**src/rtl/pwr_rst_pkg.sv**
```systemverilog
package pwr_rst_pkg;
  typedef enum logic [1:0] {
    ST_RUN   = 2'd0,
    ST_IDLE  = 2'd1,
    ST_PDOWN = 2'd2,
    ST_WAKE  = 2'd3
  } pwr_state_e;

  typedef struct packed {
    logic cpu_en;
    logic per_en;
    logic osc_en;
    logic ram_inh;
  } pwr_en_t;
endpackage

```
**src/rtl/pr_rst_qual.sv**
```systemverilog
module pr_rst_qual #(
  parameter int TICKS_PER_MC = 12,
  parameter int RST_MC       = 2
) (
  input  logic clk_i,
  input  logic rst_ni,
  input  logic osc_run_i,
  input  logic osc_tick_i,
  input  logic slow_tick_i,
  input  logic pin_i,
  output logic accept_o
);
  localparam int RST_TICKS = TICKS_PER_MC * RST_MC;
  localparam int CW        = $clog2(RST_TICKS + 1);

  logic [CW-1:0] cnt_q;
  logic          tick;

  // fallback tick keeps the pin able to restart a stopped oscillator
  assign tick     = osc_run_i ? osc_tick_i : slow_tick_i;
  assign accept_o = pin_i && tick && (cnt_q == CW'(RST_TICKS - 1));

  always_ff @(posedge clk_i or negedge rst_ni) begin
    if (!rst_ni)                               cnt_q <= '0;
    else if (!pin_i)                           cnt_q <= '0;
    else if (tick && cnt_q != CW'(RST_TICKS))  cnt_q <= cnt_q + 1'b1;
  end
endmodule

```
**src/rtl/pr_irq_wake.sv**
```systemverilog
module pr_irq_wake #(
  parameter int IRQ_N = 5
) (
  input  logic [IRQ_N-1:0] pend_i,
  input  logic [IRQ_N-1:0] en_i,
  output logic             wake_o
);
  logic [IRQ_N-1:0] hit;

  for (genvar g = 0; g < IRQ_N; g++) begin : g_hit
    assign hit[g] = pend_i[g] & en_i[g];
  end

  assign wake_o = |hit;
endmodule

```
**src/rtl/pr_mode_fsm.sv**
```systemverilog
module pr_mode_fsm
  import pwr_rst_pkg::*;
(
  input  logic       clk_i,
  input  logic       rst_ni,
  input  logic       accept_i,
  input  logic       pin_i,
  input  logic       idle_req_i,
  input  logic       pdown_req_i,
  input  logic       irq_wake_i,
  output pwr_state_e state_o,
  output logic       sfr_rst_o
);
  pwr_state_e state_q, state_d;

  always_comb begin
    state_d = state_q;
    unique case (state_q)
      ST_RUN: begin
        if (accept_i)         state_d = ST_RUN;
        else if (pdown_req_i) state_d = ST_PDOWN;
        else if (idle_req_i)  state_d = ST_IDLE;
      end
      ST_IDLE: begin
        if (accept_i)         state_d = ST_RUN;
        else if (pin_i)       state_d = ST_WAKE;
        else if (irq_wake_i)  state_d = ST_RUN;
      end
      ST_WAKE: begin
        if (accept_i || !pin_i) state_d = ST_RUN;
      end
      ST_PDOWN: begin
        if (accept_i)         state_d = ST_RUN;
      end
      default:                state_d = ST_RUN;
    endcase
  end

  always_ff @(posedge clk_i or negedge rst_ni) begin
    if (!rst_ni) begin
      state_q   <= ST_RUN;
      sfr_rst_o <= 1'b0;
    end else begin
      state_q   <= state_d;
      sfr_rst_o <= accept_i;
    end
  end

  assign state_o = state_q;
endmodule

```
**src/rtl/pr_enable_dec.sv**
```systemverilog
module pr_enable_dec
  import pwr_rst_pkg::*;
(
  input  pwr_state_e state_i,
  output pwr_en_t    en_o
);
  always_comb begin
    unique case (state_i)
      ST_RUN:   en_o = '{cpu_en: 1'b1, per_en: 1'b1, osc_en: 1'b1, ram_inh: 1'b0};
      ST_IDLE:  en_o = '{cpu_en: 1'b0, per_en: 1'b1, osc_en: 1'b1, ram_inh: 1'b0};
      ST_WAKE:  en_o = '{cpu_en: 1'b1, per_en: 1'b1, osc_en: 1'b1, ram_inh: 1'b1};
      ST_PDOWN: en_o = '{cpu_en: 1'b0, per_en: 1'b0, osc_en: 1'b0, ram_inh: 1'b0};
      default:  en_o = '{cpu_en: 1'b1, per_en: 1'b1, osc_en: 1'b1, ram_inh: 1'b0};
    endcase
  end
endmodule

```
**src/rtl/pwr_rst_ctrl.sv**
```systemverilog
module pwr_rst_ctrl
  import pwr_rst_pkg::*;
#(
  parameter int IRQ_N        = 5,
  parameter int TICKS_PER_MC = 12,
  parameter int RST_MC       = 2
) (
  input  logic             clk_i,
  input  logic             rst_ni,
  input  logic             osc_tick_i,
  input  logic             slow_tick_i,
  input  logic             rst_pin_i,
  input  logic             idle_req_i,
  input  logic             pdown_req_i,
  input  logic [IRQ_N-1:0] irq_pend_i,
  input  logic [IRQ_N-1:0] irq_en_i,
  output logic             cpu_clk_en_o,
  output logic             per_clk_en_o,
  output logic             osc_run_o,
  output logic             ram_inhibit_o,
  output logic             sfr_rst_o
);
  pwr_state_e state;
  pwr_en_t    en;
  logic       accept;
  logic       irq_wake;

  pr_rst_qual #(
    .TICKS_PER_MC(TICKS_PER_MC),
    .RST_MC      (RST_MC)
  ) u_qual (
    .clk_i      (clk_i),
    .rst_ni     (rst_ni),
    .osc_run_i  (en.osc_en),
    .osc_tick_i (osc_tick_i),
    .slow_tick_i(slow_tick_i),
    .pin_i      (rst_pin_i),
    .accept_o   (accept)
  );

  pr_irq_wake #(.IRQ_N(IRQ_N)) u_wake (
    .pend_i(irq_pend_i),
    .en_i  (irq_en_i),
    .wake_o(irq_wake)
  );

  pr_mode_fsm u_fsm (
    .clk_i      (clk_i),
    .rst_ni     (rst_ni),
    .accept_i   (accept),
    .pin_i      (rst_pin_i),
    .idle_req_i (idle_req_i),
    .pdown_req_i(pdown_req_i),
    .irq_wake_i (irq_wake),
    .state_o    (state),
    .sfr_rst_o  (sfr_rst_o)
  );

  pr_enable_dec u_dec (
    .state_i(state),
    .en_o   (en)
  );

  assign cpu_clk_en_o  = en.cpu_en;
  assign per_clk_en_o  = en.per_en;
  assign osc_run_o     = en.osc_en;
  assign ram_inhibit_o = en.ram_inh;
endmodule

```
**config.mk**
```make
export PLATFORM = sky130hd
export DESIGN_NAME = pwr_rst_ctrl
export DESIGN_NICKNAME = d
export VERILOG_FILES = /design/src/rtl/pwr_rst_pkg.sv /design/src/rtl/pr_rst_qual.sv /design/src/rtl/pr_irq_wake.sv /design/src/rtl/pr_mode_fsm.sv /design/src/rtl/pr_enable_dec.sv /design/src/rtl/pwr_rst_ctrl.sv
export SDC_FILE = /design/constraint.sdc
export NUM_CORES = 1
export LEC_CHECK = 0
export BUFFER_PORTS_ARGS = -buffer_cell sky130_fd_sc_hd__buf_2
export CORE_AREA = 4 4 41 43
export DETAILED_ROUTE_END_ITERATION = 10
export DIE_AREA = 0 0 45 47
export PLACE_DENSITY = 0.72
export REMOVE_ABC_BUFFERS = 1
export SLEW_MARGIN = 40
export SYNTH_ARGS = -nofsm -noshare
export SYNTH_HDL_FRONTEND = slang
export SYNTH_SLANG_ARGS = --single-unit
```
**constraint.sdc**
```tcl
create_clock -name clk_i -period 3.9 [get_ports clk_i]
set_input_delay 1.17 -clock clk_i [delete_from_list [all_inputs] [get_ports clk_i]]
set_output_delay 1.17 -clock clk_i [all_outputs]
set_load 0.01 [all_outputs]
```
==> impl_metrics.env, run 1 <==
export IMPL_outcome="complete, no violations"
export IMPL_die_area_mm2=0.00212
export IMPL_syn_area_um2=583
export IMPL_synthTopCellsByCount="8 x dfrtp_1, 8 x ha_1, 7 x inv_1"
export IMPL_final_setup_viol_count=0
export IMPL_ys_flop_type="dfrtp_1"
export IMPL_routedWlPerCell_um=12.4
export IMPL_clock_sinks=8
export IMPL_yosys_area_top_type_share_pct=34.3
export IMPL_maxCapViolCount=0
export IMPL_pin_count=22
export IMPL_synth_edf_count=0
export IMPL_ir_worst_vdd_v=0.000246
export IMPL_seqCellArea_um2=200
export IMPL_critPathRequiredTime_ns=2.73
export IMPL_via_per_inst=5.19
export IMPL_final_antenna_net_count=0
export IMPL_drc=0
export IMPL_max_freq_ghz=0.412
export IMPL_cts_hold_repair_buffers=0
export IMPL_cts_root_buf="clkbuf_4"
export IMPL_cts_buffers=3
export IMPL_postCtsSetupRepairBufs=0
export IMPL_drtIter0Drc=7
export IMPL_num_vias=498
export IMPL_drt_wl_total_um=1190
export IMPL_drv_slew=0
export IMPL_rows=13
export IMPL_fp_dieH_um=47
export IMPL_ys_warn_count=0
export IMPL_grt_ovfl_total=0
export IMPL_antennaDiodeCount=0
export IMPL_cts_tree="yes"
export IMPL_post_route_period_util_pct=62.3
export IMPL_hold_violations=0
export IMPL_worstSetupPathType="register to primary output"
export IMPL_start_util_pct=44.8
export IMPL_grt_usage_pct=13.9
export IMPL_max_slew_margin_pct=78.9
export IMPL_htreeDepth=1
export IMPL_synthDistinctLibCells=24
export IMPL_async_flop_share_pct=100
export IMPL_power_mw=0.344
export IMPL_fin_crit_ns=2.43
export IMPL_core_mm2=0.00130
export IMPL_hold_path_class="register to register"
export IMPL_hold_worst_slack_ns=0.583
export IMPL_multiInputGateArea_um2=349
export IMPL_finalNonFillerCells=96
export IMPL_nFillCells=119
export IMPL_yosysTopAreaCell="dfrtp_1"
export IMPL_first_pass_iters=4
export IMPL_syn2layout_area_growth_pct=23.8
export IMPL_crit_arrival_ns=1.26
export IMPL_place_inst=93
export IMPL_grt_pass1_vias=532
export IMPL_dp_hpwl_um=946
export IMPL_final_util_pct=55.5
export IMPL_ys_ff_latch=8
export IMPL_cts_buffer_depth=2
export IMPL_rsz0062_at_grt="false"
export IMPL_antenna_found_initial=0
export IMPL_place_gp_congestion=0.742
export IMPL_portBuffers=21
export IMPL_ys_seq_area_share_pct=34.3
export IMPL_fin_nets=108
export IMPL_drive_gt1_share_pct=32.1
export IMPL_clk_latency_ns=0.25
export IMPL_synth_area_leaders="dfrtp_1 34%, ha_1 17%, inv_1 4.5%"
export IMPL_grt_max_degree=10
export IMPL_pwr_density_cell_mw_per_mm2=477
export IMPL_endpoint_kind="primary output"
export IMPL_finalSetupTns_ns=0
export IMPL_cp_max_fo=4
export IMPL_worst_pin_slew_ns=0.316
export IMPL_r2r_setup_slack_ns=2.13
export IMPL_fp_dieW_um=45
export IMPL_ctsResizeCount=0
export IMPL_synthCells=58
export IMPL_power_leakage_nw=0.376
export IMPL_avgSynthCellArea_um2=10.1
export IMPL_fin_skew_ns=0.00128
export IMPL_clk_pin_slew_ns=0.06
export IMPL_grt_pass1_wl_um=2160
export IMPL_crit_path_start_kind="register"
[path summary, 6_finish.rpt]
kind | start | endpoint | cells after the start
worst max-delay path | u_fsm.state_o[0]$_DFFE_PN0P_ | cpu_clk_en_o | 4
worst min-delay path | u_qual.cnt_q[3]$_DFFE_PN0P_ | u_fsm.sfr_rst_o$_DFF_PN0_ | 1
worst max register to register | u_fsm.state_o[0]$_DFFE_PN0P_ | u_fsm.state_o[0]$_DFFE_PN0P_ | 6
worst min register to register | u_qual.cnt_q[3]$_DFFE_PN0P_ | u_fsm.sfr_rst_o$_DFF_PN0_ | 1
max in group asynchronous | rst_ni | u_qual.cnt_q[2]$_DFFE_PN0P_ | 1
min in group asynchronous | rst_ni | u_qual.cnt_q[4]$_DFFE_PN0P_ | 1
[metrics by stage]
stage | setup WS [ns] | cell area (um2)
finish | 1.47 | 722
global route | 1.38 | 722
CTS | 1.47 | 722
detailed placement | 1.65 | 699
global placement | 1.70 | 699
floorplan | 1.88 | 576
[where the power goes]
part,internal [mW],total (mW),switching [mW]
sequential,0.0984,0.120,0.0213
clock,0.0353,0.0651,0.0298
combinational,0.0775,0.160,0.0821
[state kept, by name, summed over array words and instances, names as in the netlist]
register	count
u_qual.cnt_q	5
u_fsm.state_o	2
u_fsm.sfr_rst_o	1
[layout make-up]
cell class,instances,share of cell area (%)
Tap cell,15,2.60
Timing Repair Buffer,21,14.6
Sequential cell,8,27.7
Clock buffer,3,3.12
Inverter,7,3.64
Multi-Input combinational cell,42,48.4
[routing by layer]
metal  share of wire, %  wire, um  track usage (%)  vias to the layer above
met5                  0         0                0                        -
met4                1.8        21             5.26                        0
met3                4.8        57             2.30                        6
met2                 49       588             24.6                       21
met1                 44       523             16.9                      225
li1                   -         -                -                      246
[critical path, stage by stage (launching register included)]
cell     delay (ns)
dfrtp_1        0.42
inv_1          0.12
ha_1           0.30
inv_1          0.05
buf_2          0.12
[cell families (layout without fill, tap and decap cells)]
group / after synthesis / count (layout) / share of synthesized area (%)
AND/OR/NAND/NOR: 20 / 20 / 22.5
adder cells (fa/ha/maj): 8 / 8 / 17.2
multiplexers: 2 / 2 / 4.29
buffers and inverters: 8 / 31 / 5.80
flip-flops: 8 / 8 / 34.3
XOR/XNOR: 3 / 3 / 4.51
AO/OA/AOI/OAI: 9 / 9 / 11.4
[layout by cell type, fill, tap and decap left out]
cell type  Yosys  routed
a21boi_0       1       1
a221oi_1       1       1
a22o_1         2       2
a22oi_1        2       2
and2_1         3       3
and2b_1        1       1
and3b_1        1       1
buf_2          0      21
clkbuf_4       0       3
dfrtp_1        8       8
ha_1           8       8
inv_1          7       7
mux2_4         1       1
mux2i_1        1       1
nand2_1        6       6
nand3_1        1       1
nand4_1        3       3
nand4b_1       1       1
nor2_1         1       1
nor2b_1        1       1
nor3b_1        1       1
nor4b_4        1       1
o21a_1         1       1
o21ai_0        2       2
xnor2_1        3       3
(Power assumes the default switching activity.)
==> run 2, diff against run 1 <==
--- a/config.mk
+++ b/config.mk
@@ -5,11 +5,13 @@
 export SDC_FILE = /design/constraint.sdc
 export NUM_CORES = 1
 export LEC_CHECK = 0
+export ABC_AREA = 1
 export BUFFER_PORTS_ARGS = -buffer_cell sky130_fd_sc_hd__buf_2
-export CORE_AREA = 4 4 41 43
+export CORE_ASPECT_RATIO = 1.1
+export CORE_MARGIN = 4
+export CORE_UTILIZATION = 43
 export DETAILED_ROUTE_END_ITERATION = 10
-export DIE_AREA = 0 0 45 47
-export PLACE_DENSITY = 0.72
+export PLACE_DENSITY = 0.73
 export REMOVE_ABC_BUFFERS = 1
 export SLEW_MARGIN = 40
 export SYNTH_ARGS = -nofsm -noshare
==> constraint.sdc (replaced) <==
create_clock -name clk_i -period 2.2 [get_ports clk_i]
set_input_delay 0.66 -clock clk_i [delete_from_list [all_inputs] [get_ports clk_i]]
set_output_delay 0.66 -clock clk_i [all_outputs]
set_load 0.01 [all_outputs]
==> run 2 against run 1 <==
Clock skew rose by 0.0014 ns; setup slack got worse by 1.1 ns; cell count rose by 26%; design area rose by 6.1%; first-iteration DRC count rose by 29%; wire length rose by 6.5%; clock-buffer cell count did not move; via count rose by 12%; global-route usage fell by 0.64 points; flip-flop and latch count did not move; synthesized area rose by 9.2%; largest power group unchanged.
==> impl_metrics.env, run 2 <==
export IMPL_max_freq_ghz=0.533
export IMPL_dr_wl_met3_um=36
export IMPL_final_setup_viol_count=0
export IMPL_pre_cts_slack_ns=0.602
export IMPL_avgSynthCellArea_um2=7.67
export IMPL_fin_nets=132
export IMPL_grt_max_degree=10
export IMPL_drt_wl_total_um=1270
export IMPL_syn_area_um2=637
export IMPL_top_register="u_qual.cnt_q"
export IMPL_first_pass_iters=4
export IMPL_worst_slack_ns=0.323
export IMPL_antennaDiodeCount=0
export IMPL_top_layer_used="met4"
export IMPL_fin_crit_ns=1.88
export IMPL_htreeDepth=1
export IMPL_place_gp_congestion=0.743
export IMPL_synthCells=83
export IMPL_start_util_pct=46.0
export IMPL_num_vias=556
export IMPL_power_leakage_nw=0.434
export IMPL_pwr_density_cell_mw_per_mm2=820
export IMPL_drive_gt1_share_pct=31.4
export IMPL_yosys_area_top_type_share_pct=31.4
export IMPL_crit_path_start_kind="register"
export IMPL_cts_buffers=3
export IMPL_syn2layout_area_growth_pct=20.2
export IMPL_synthXorXnorAreaFrac_pct=1.38
export IMPL_critPathSlowestCell="dfrtp_1"
export IMPL_synth_most_common_cell="nand2_1"
export IMPL_cts_root_buf="clkbuf_4"
export IMPL_ys_flop_type="dfrtp_1"
export IMPL_final_util_pct=55.3
export IMPL_mostFrequentLayoutCells="21 x nand2_1, 21 x buf_2, 12 x inv_1"
export IMPL_outcome="complete, no violations"
export IMPL_swShare_pct=42.3
export IMPL_synthDistinctLibCells=20
export IMPL_drc=0
export IMPL_drtIter0Drc=9
export IMPL_slowest_delay_ns=0.40
export IMPL_grt_pass1_vias=552
export IMPL_p_int_mw=0.362
export IMPL_p_seq_share_pct=33.2
export IMPL_cp_cell_sequence="inv_1 -> ha_1 -> inv_1 -> buf_2"
export IMPL_grt_ovfl_total=0
export IMPL_p_comb_share_pct=48.3
export IMPL_ir_worst_vdd_v=0.000619
export IMPL_pin_count=22
export IMPL_maxCapViolCount=0
export IMPL_crit_arrival_ns=1.22
export IMPL_synth_edf_count=0
export IMPL_drv_slew=0
export IMPL_fin_skew_ns=0.00273
export IMPL_final_antenna_net_count=0
export IMPL_max_slew_margin_pct=84.4
export IMPL_synth_compound_area_share_pct=9.04
export IMPL_ys_seq_area_share_pct=31.4
export IMPL_cp_max_fo=4
export IMPL_cpMostUsedCell="inv_1"
export IMPL_hold_path_class="input pin to asynchronous set/reset pin"
export IMPL_via_per_inst=4.60
export IMPL_clock_sinks=8
export IMPL_rsz0062_at_grt="false"
export IMPL_post_route_period_util_pct=85.3
export IMPL_hold_violations=0
export IMPL_worstSetupPathType="register to primary output"
export IMPL_fp_dieH_um=48.4
export IMPL_core_mm2=0.00138
export IMPL_critPathRequiredTime_ns=1.54
export IMPL_clk_latency_ns=0.25
export IMPL_final_area_um2=766
export IMPL_synthSimpleGateAreaFrac_pct=31.8
export IMPL_async_flop_share_pct=100
export IMPL_antenna_found_initial=0
export IMPL_postCtsSetupRepairBufs=0
export IMPL_wirelength_met1_um=557
export IMPL_grt_usage_pct=13.3
export IMPL_routedWlPerCell_um=10.5
export IMPL_endpoint_kind="primary output"
export IMPL_cts_hold_repair_buffers=0
export IMPL_critical_path_buf_inv_count=3
export IMPL_ys_ff_latch=8
export IMPL_hold_worst_slack_ns=0.246
export IMPL_p_sw_mw=0.265
export IMPL_cts_tree="yes"
export IMPL_synthAdderAreaFrac_pct=15.7
export IMPL_placed_area_um2=743
export IMPL_synth_area_leaders="dfrtp_1 31%, ha_1 16%, nand2_1 12%"
export IMPL_portBuffers=21
export IMPL_rows=14
export IMPL_worst_pin_slew_ns=0.234
export IMPL_finalSetupTns_ns=0
export IMPL_largest_reg_flops=5
export IMPL_synth_top_family_by_area="simple AND/OR/NAND/NOR gates"
export IMPL_ctsResizeCount=0
export IMPL_grt_pass1_wl_um=2170
export IMPL_wl_met2_um=653
export IMPL_dp_hpwl_um=1040
export IMPL_clk_pin_slew_ns=0.06
export IMPL_clkPwrFrac_pct=18.5
export IMPL_fp_dieW_um=44.7
export IMPL_crit_family="flip-flops"
export IMPL_die_area_mm2=0.00216
export IMPL_ys_warn_count=0
export IMPL_cts_buffer_depth=2
export IMPL_synthTopCellsByCount="21 x nand2_1, 12 x inv_1, 8 x dfrtp_1, 8 x ha_1"
export IMPL_yosysTopAreaCell="dfrtp_1"
export IMPL_synth_area_mux_share_pct=0
==> run 2: layer usage <==
metal / global-route usage, % / vias to the layer above
met5: 0 / -
met4: 7.54 / 0
met3: 3.33 / 2
met2: 21.5 / 7
met1: 15.2 / 243
li1: - / 304
==> run 2: power by group through the flow <==
stage                     Sequential [mW]  Clock, mW  Combinational (mW)
after floorplan                     0.205          0               0.217
after global placement              0.209          0               0.302
after detailed placement            0.212          0               0.306
after CTS                           0.209      0.120               0.307
after global routing                0.216      0.125               0.351
final                               0.209      0.116               0.303
==> run 2: logic make-up (layout without fill, tap and decap cells) <==
logic type | after synthesis | after routing
flops | 8 | 8
buf+inv | 15 | 37
fa+ha+maj | 8 | 8
compound gates | 11 | 11
simple gates | 40 | 40
xor+xnor | 1 | 1
==> run 2: layout make-up <==
type | instances | area (um2)
inverter | 13 | 48.8
fill | 131 | 618
clock buffer | 3 | 22.5
tap | 16 | 20.0
timing repair buffer | 21 | 105
multi-input combinational | 60 | 369
sequential | 8 | 200
==> run 2: per-stage QoR <==
stage,cells,power (mW)
finish,121,0.628
global route,121,0.693
CTS,121,0.637
detailed placement,118,0.518
global placement,118,0.510
floorplan,81,0.421
==> run 2: worst reg2reg max path: cells and delay by family, from the launching register on <==
| family | cells | cell delay (ns) |
|---|---|---|
| buffers and inverters | 2 | 0.19 |
| AO/OA/AOI/OAI | 1 | 0.06 |
| flip-flops | 1 | 0.40 |
| adder cells (fa/ha/maj) | 1 | 0.23 |
| AND/OR/NAND/NOR | 6 | 0.47 |
==> run 2: final timing paths <==
check                                        startpoint                      endpoint  slack, ns  cells past startpoint
min reg2reg                 u_qual.cnt_q[2]$_DFFE_PN0P_   u_qual.cnt_q[2]$_DFFE_PN0P_       0.56                      2
min in group clk_i          u_qual.cnt_q[2]$_DFFE_PN0P_   u_qual.cnt_q[2]$_DFFE_PN0P_       0.56                      2
max reg2reg                u_fsm.state_o[0]$_DFFE_PN0P_  u_fsm.state_o[0]$_DFFE_PN0P_       0.74                     10
max in group asynchronous                        rst_ni  u_fsm.state_o[0]$_DFFE_PN0P_       1.78                      1
max                        u_fsm.state_o[0]$_DFFE_PN0P_                  cpu_clk_en_o       0.32                      4
min                                              rst_ni   u_qual.cnt_q[0]$_DFFE_PN0P_       0.25                      1
==> run 3, diff against run 2 <==
--- a/config.mk
+++ b/config.mk
@@ -7,11 +7,10 @@
 export LEC_CHECK = 0
 export ABC_AREA = 1
 export BUFFER_PORTS_ARGS = -buffer_cell sky130_fd_sc_hd__buf_2
-export CORE_ASPECT_RATIO = 1.1
-export CORE_MARGIN = 4
-export CORE_UTILIZATION = 43
+export CORE_AREA = 4 4 41 43
 export DETAILED_ROUTE_END_ITERATION = 10
-export PLACE_DENSITY = 0.73
+export DIE_AREA = 0 0 45 47
+export PLACE_DENSITY = 0.77
 export REMOVE_ABC_BUFFERS = 1
 export SLEW_MARGIN = 40
 export SYNTH_ARGS = -nofsm -noshare
==> constraint.sdc (replaced) <==
create_clock -name clk_i -period 2.4 [get_ports clk_i]
set_input_delay 0.72 -clock clk_i [delete_from_list [all_inputs] [get_ports clk_i]]
set_output_delay 0.72 -clock clk_i [all_outputs]
set_load 0.01 [all_outputs]
==> run 3 against run 2 <==
Non-clock buffer count unchanged; sequential share of layout area about the same; clock-buffer cell count unchanged; flip-flop and latch count unchanged; via count increased by 3.4%.
==> impl_metrics.env, run 3 (same netlist as run 2, synthesis figures left out) <==
export IMPL_outcome="complete, no violations"
export IMPL_worst_pin_slew_ns=0.227
export IMPL_pin_count=22
export IMPL_die_area_mm2=0.00212
export IMPL_max_freq_ghz=0.515
export IMPL_drt_wl_total_um=1320
export IMPL_drtIter0Drc=14
export IMPL_syn2layout_area_growth_pct=20.0
export IMPL_cts_buffer_depth=2
export IMPL_busiest_layer="met2"
export IMPL_hold_violations=0
export IMPL_first_pass_iters=3
export IMPL_portBuffers=21
export IMPL_fin_nets=132
export IMPL_top_register="u_qual.cnt_q"
export IMPL_antenna_found_initial=0
export IMPL_htreeDepth=1
export IMPL_cts_tree="yes"
export IMPL_critPathRequiredTime_ns=1.68
export IMPL_worst_slack_ns=0.460
export IMPL_finalSetupTns_ns=0
export IMPL_maxCapViolCount=0
export IMPL_postCtsSetupRepairBufs=0
export IMPL_place_gp_congestion=0.779
export IMPL_rsz0062_at_grt="false"
export IMPL_final_setup_viol_count=0
export IMPL_crit_arrival_ns=1.22
export IMPL_worstSetupPathType="register to primary output"
export IMPL_grt_ovfl_total=0
export IMPL_grt_usage_pct=13.9
export IMPL_multiInputGateArea_um2=369
export IMPL_via_per_inst=4.79
export IMPL_drv_slew=0
export IMPL_largest_reg_flops=5
export IMPL_fin_skew_ns=0.00531
export IMPL_mostFrequentLayoutCells="21 x nand2_1, 21 x buf_2, 12 x inv_1"
export IMPL_routedWlPerCell_um=11.0
export IMPL_num_vias=575
export IMPL_drive_gt1_share_pct=31.4
export IMPL_fp_dieH_um=47
export IMPL_ir_worst_vdd_v=0.000460
export IMPL_fp_dieW_um=45
export IMPL_nFillCells=126
export IMPL_antennaDiodeCount=0
export IMPL_grt_pass1_wl_um=2110
export IMPL_place_inst=117
export IMPL_grt_max_degree=10
export IMPL_cts_buffers=3
export IMPL_cts_root_buf="clkbuf_4"
export IMPL_cts_hold_repair_buffers=0
export IMPL_grt_use_met1_pct=14.4
export IMPL_clock_sinks=8
export IMPL_ctsResizeCount=0
export IMPL_finalNonFillerCells=120
export IMPL_clk_latency_ns=0.25
export IMPL_rows=13
export IMPL_pre_cts_slack_ns=0.721
export IMPL_crit_path_start_kind="register"
export IMPL_grt_pass1_vias=520
export IMPL_max_slew_margin_pct=84.9
export IMPL_post_route_period_util_pct=80.9
export IMPL_final_util_pct=58.8
export IMPL_dp_hpwl_um=1070
export IMPL_power_leakage_nw=0.434
export IMPL_seqCellArea_um2=200
export IMPL_final_antenna_net_count=0
export IMPL_drc=0
export IMPL_cp_max_fo=4
export IMPL_start_util_pct=48.9
export IMPL_fin_crit_ns=1.94
export IMPL_power_mw=0.580
export IMPL_core_mm2=0.00130
export IMPL_met3_usage_pct=3.83
export IMPL_hold_path_class="input pin to asynchronous set/reset pin"
export IMPL_endpoint_kind="primary output"
export IMPL_clk_pin_slew_ns=0.06
export IMPL_pwr_density_cell_mw_per_mm2=758
export IMPL_grt_met2_usage_pct=26.0
[run 3: cell counts in the layout (fill, tap and decap cells not counted)]
Identical to the previous run, type by type.
[run 3: layout make-up]
| class | instances | share of cell area (%) |
|---|---|---|
| Clock buffer | 3 | 2.95 |
| Inverter | 13 | 6.38 |
| Sequential cell | 8 | 26.2 |
| Tap cell | 15 | 2.45 |
| Timing Repair Buffer | 21 | 13.7 |
| Multi-Input combinational cell | 60 | 48.3 |
[run 3: final timing paths]
| check | start | endpoint | slack [ns] | cells after the start |
|---|---|---|---|---|
| worst max-delay path | u_fsm.state_o[0]$_DFFE_PN0P_ | cpu_clk_en_o | 0.46 | 4 |
| worst min-delay path | rst_ni | u_qual.cnt_q[1]$_DFFE_PN0P_ | 0.30 | 1 |
| worst max register to register | u_fsm.state_o[0]$_DFFE_PN0P_ | u_fsm.state_o[0]$_DFFE_PN0P_ | 0.93 | 10 |
| worst min register to register | u_fsm.state_o[0]$_DFFE_PN0P_ | u_fsm.state_o[0]$_DFFE_PN0P_ | 0.58 | 2 |
| max in group asynchronous | rst_ni | u_qual.cnt_q[3]$_DFFE_PN0P_ | 1.93 | 1 |
| min in group clk_i | u_fsm.state_o[0]$_DFFE_PN0P_ | u_fsm.state_o[0]$_DFFE_PN0P_ | 0.58 | 2 |
[run 3: metrics by stage]
| stage | area (um2) | hold slack, ns |
|---|---|---|
| global placement | 742 | 0.540 |
| CTS | 764 | 0.303 |
| detailed placement | 742 | 0.555 |
| global route | 764 | 0.306 |
| floorplan | 618 | 0.424 |
| finish | 764 | 0.298 |
[run 3: worst max-delay path: stages, from the launching register on]
cell,delay [ns]
dfrtp_1,0.40
inv_1,0.11
ha_1,0.30
inv_1,0.05
buf_2,0.11
[run 3: metal layers]
layer	up-vias	wire length, um
met5	-	0
met4	0	44
met3	6	41
met2	13	743
met1	252	492
li1	304	-
[run 3: power by group]
part / switching [mW] / internal (mW) / total [mW]
clock network: 0.0468 / 0.0573 / 0.104
logic: 0.170 / 0.112 / 0.282
registers: 0.0294 / 0.164 / 0.193
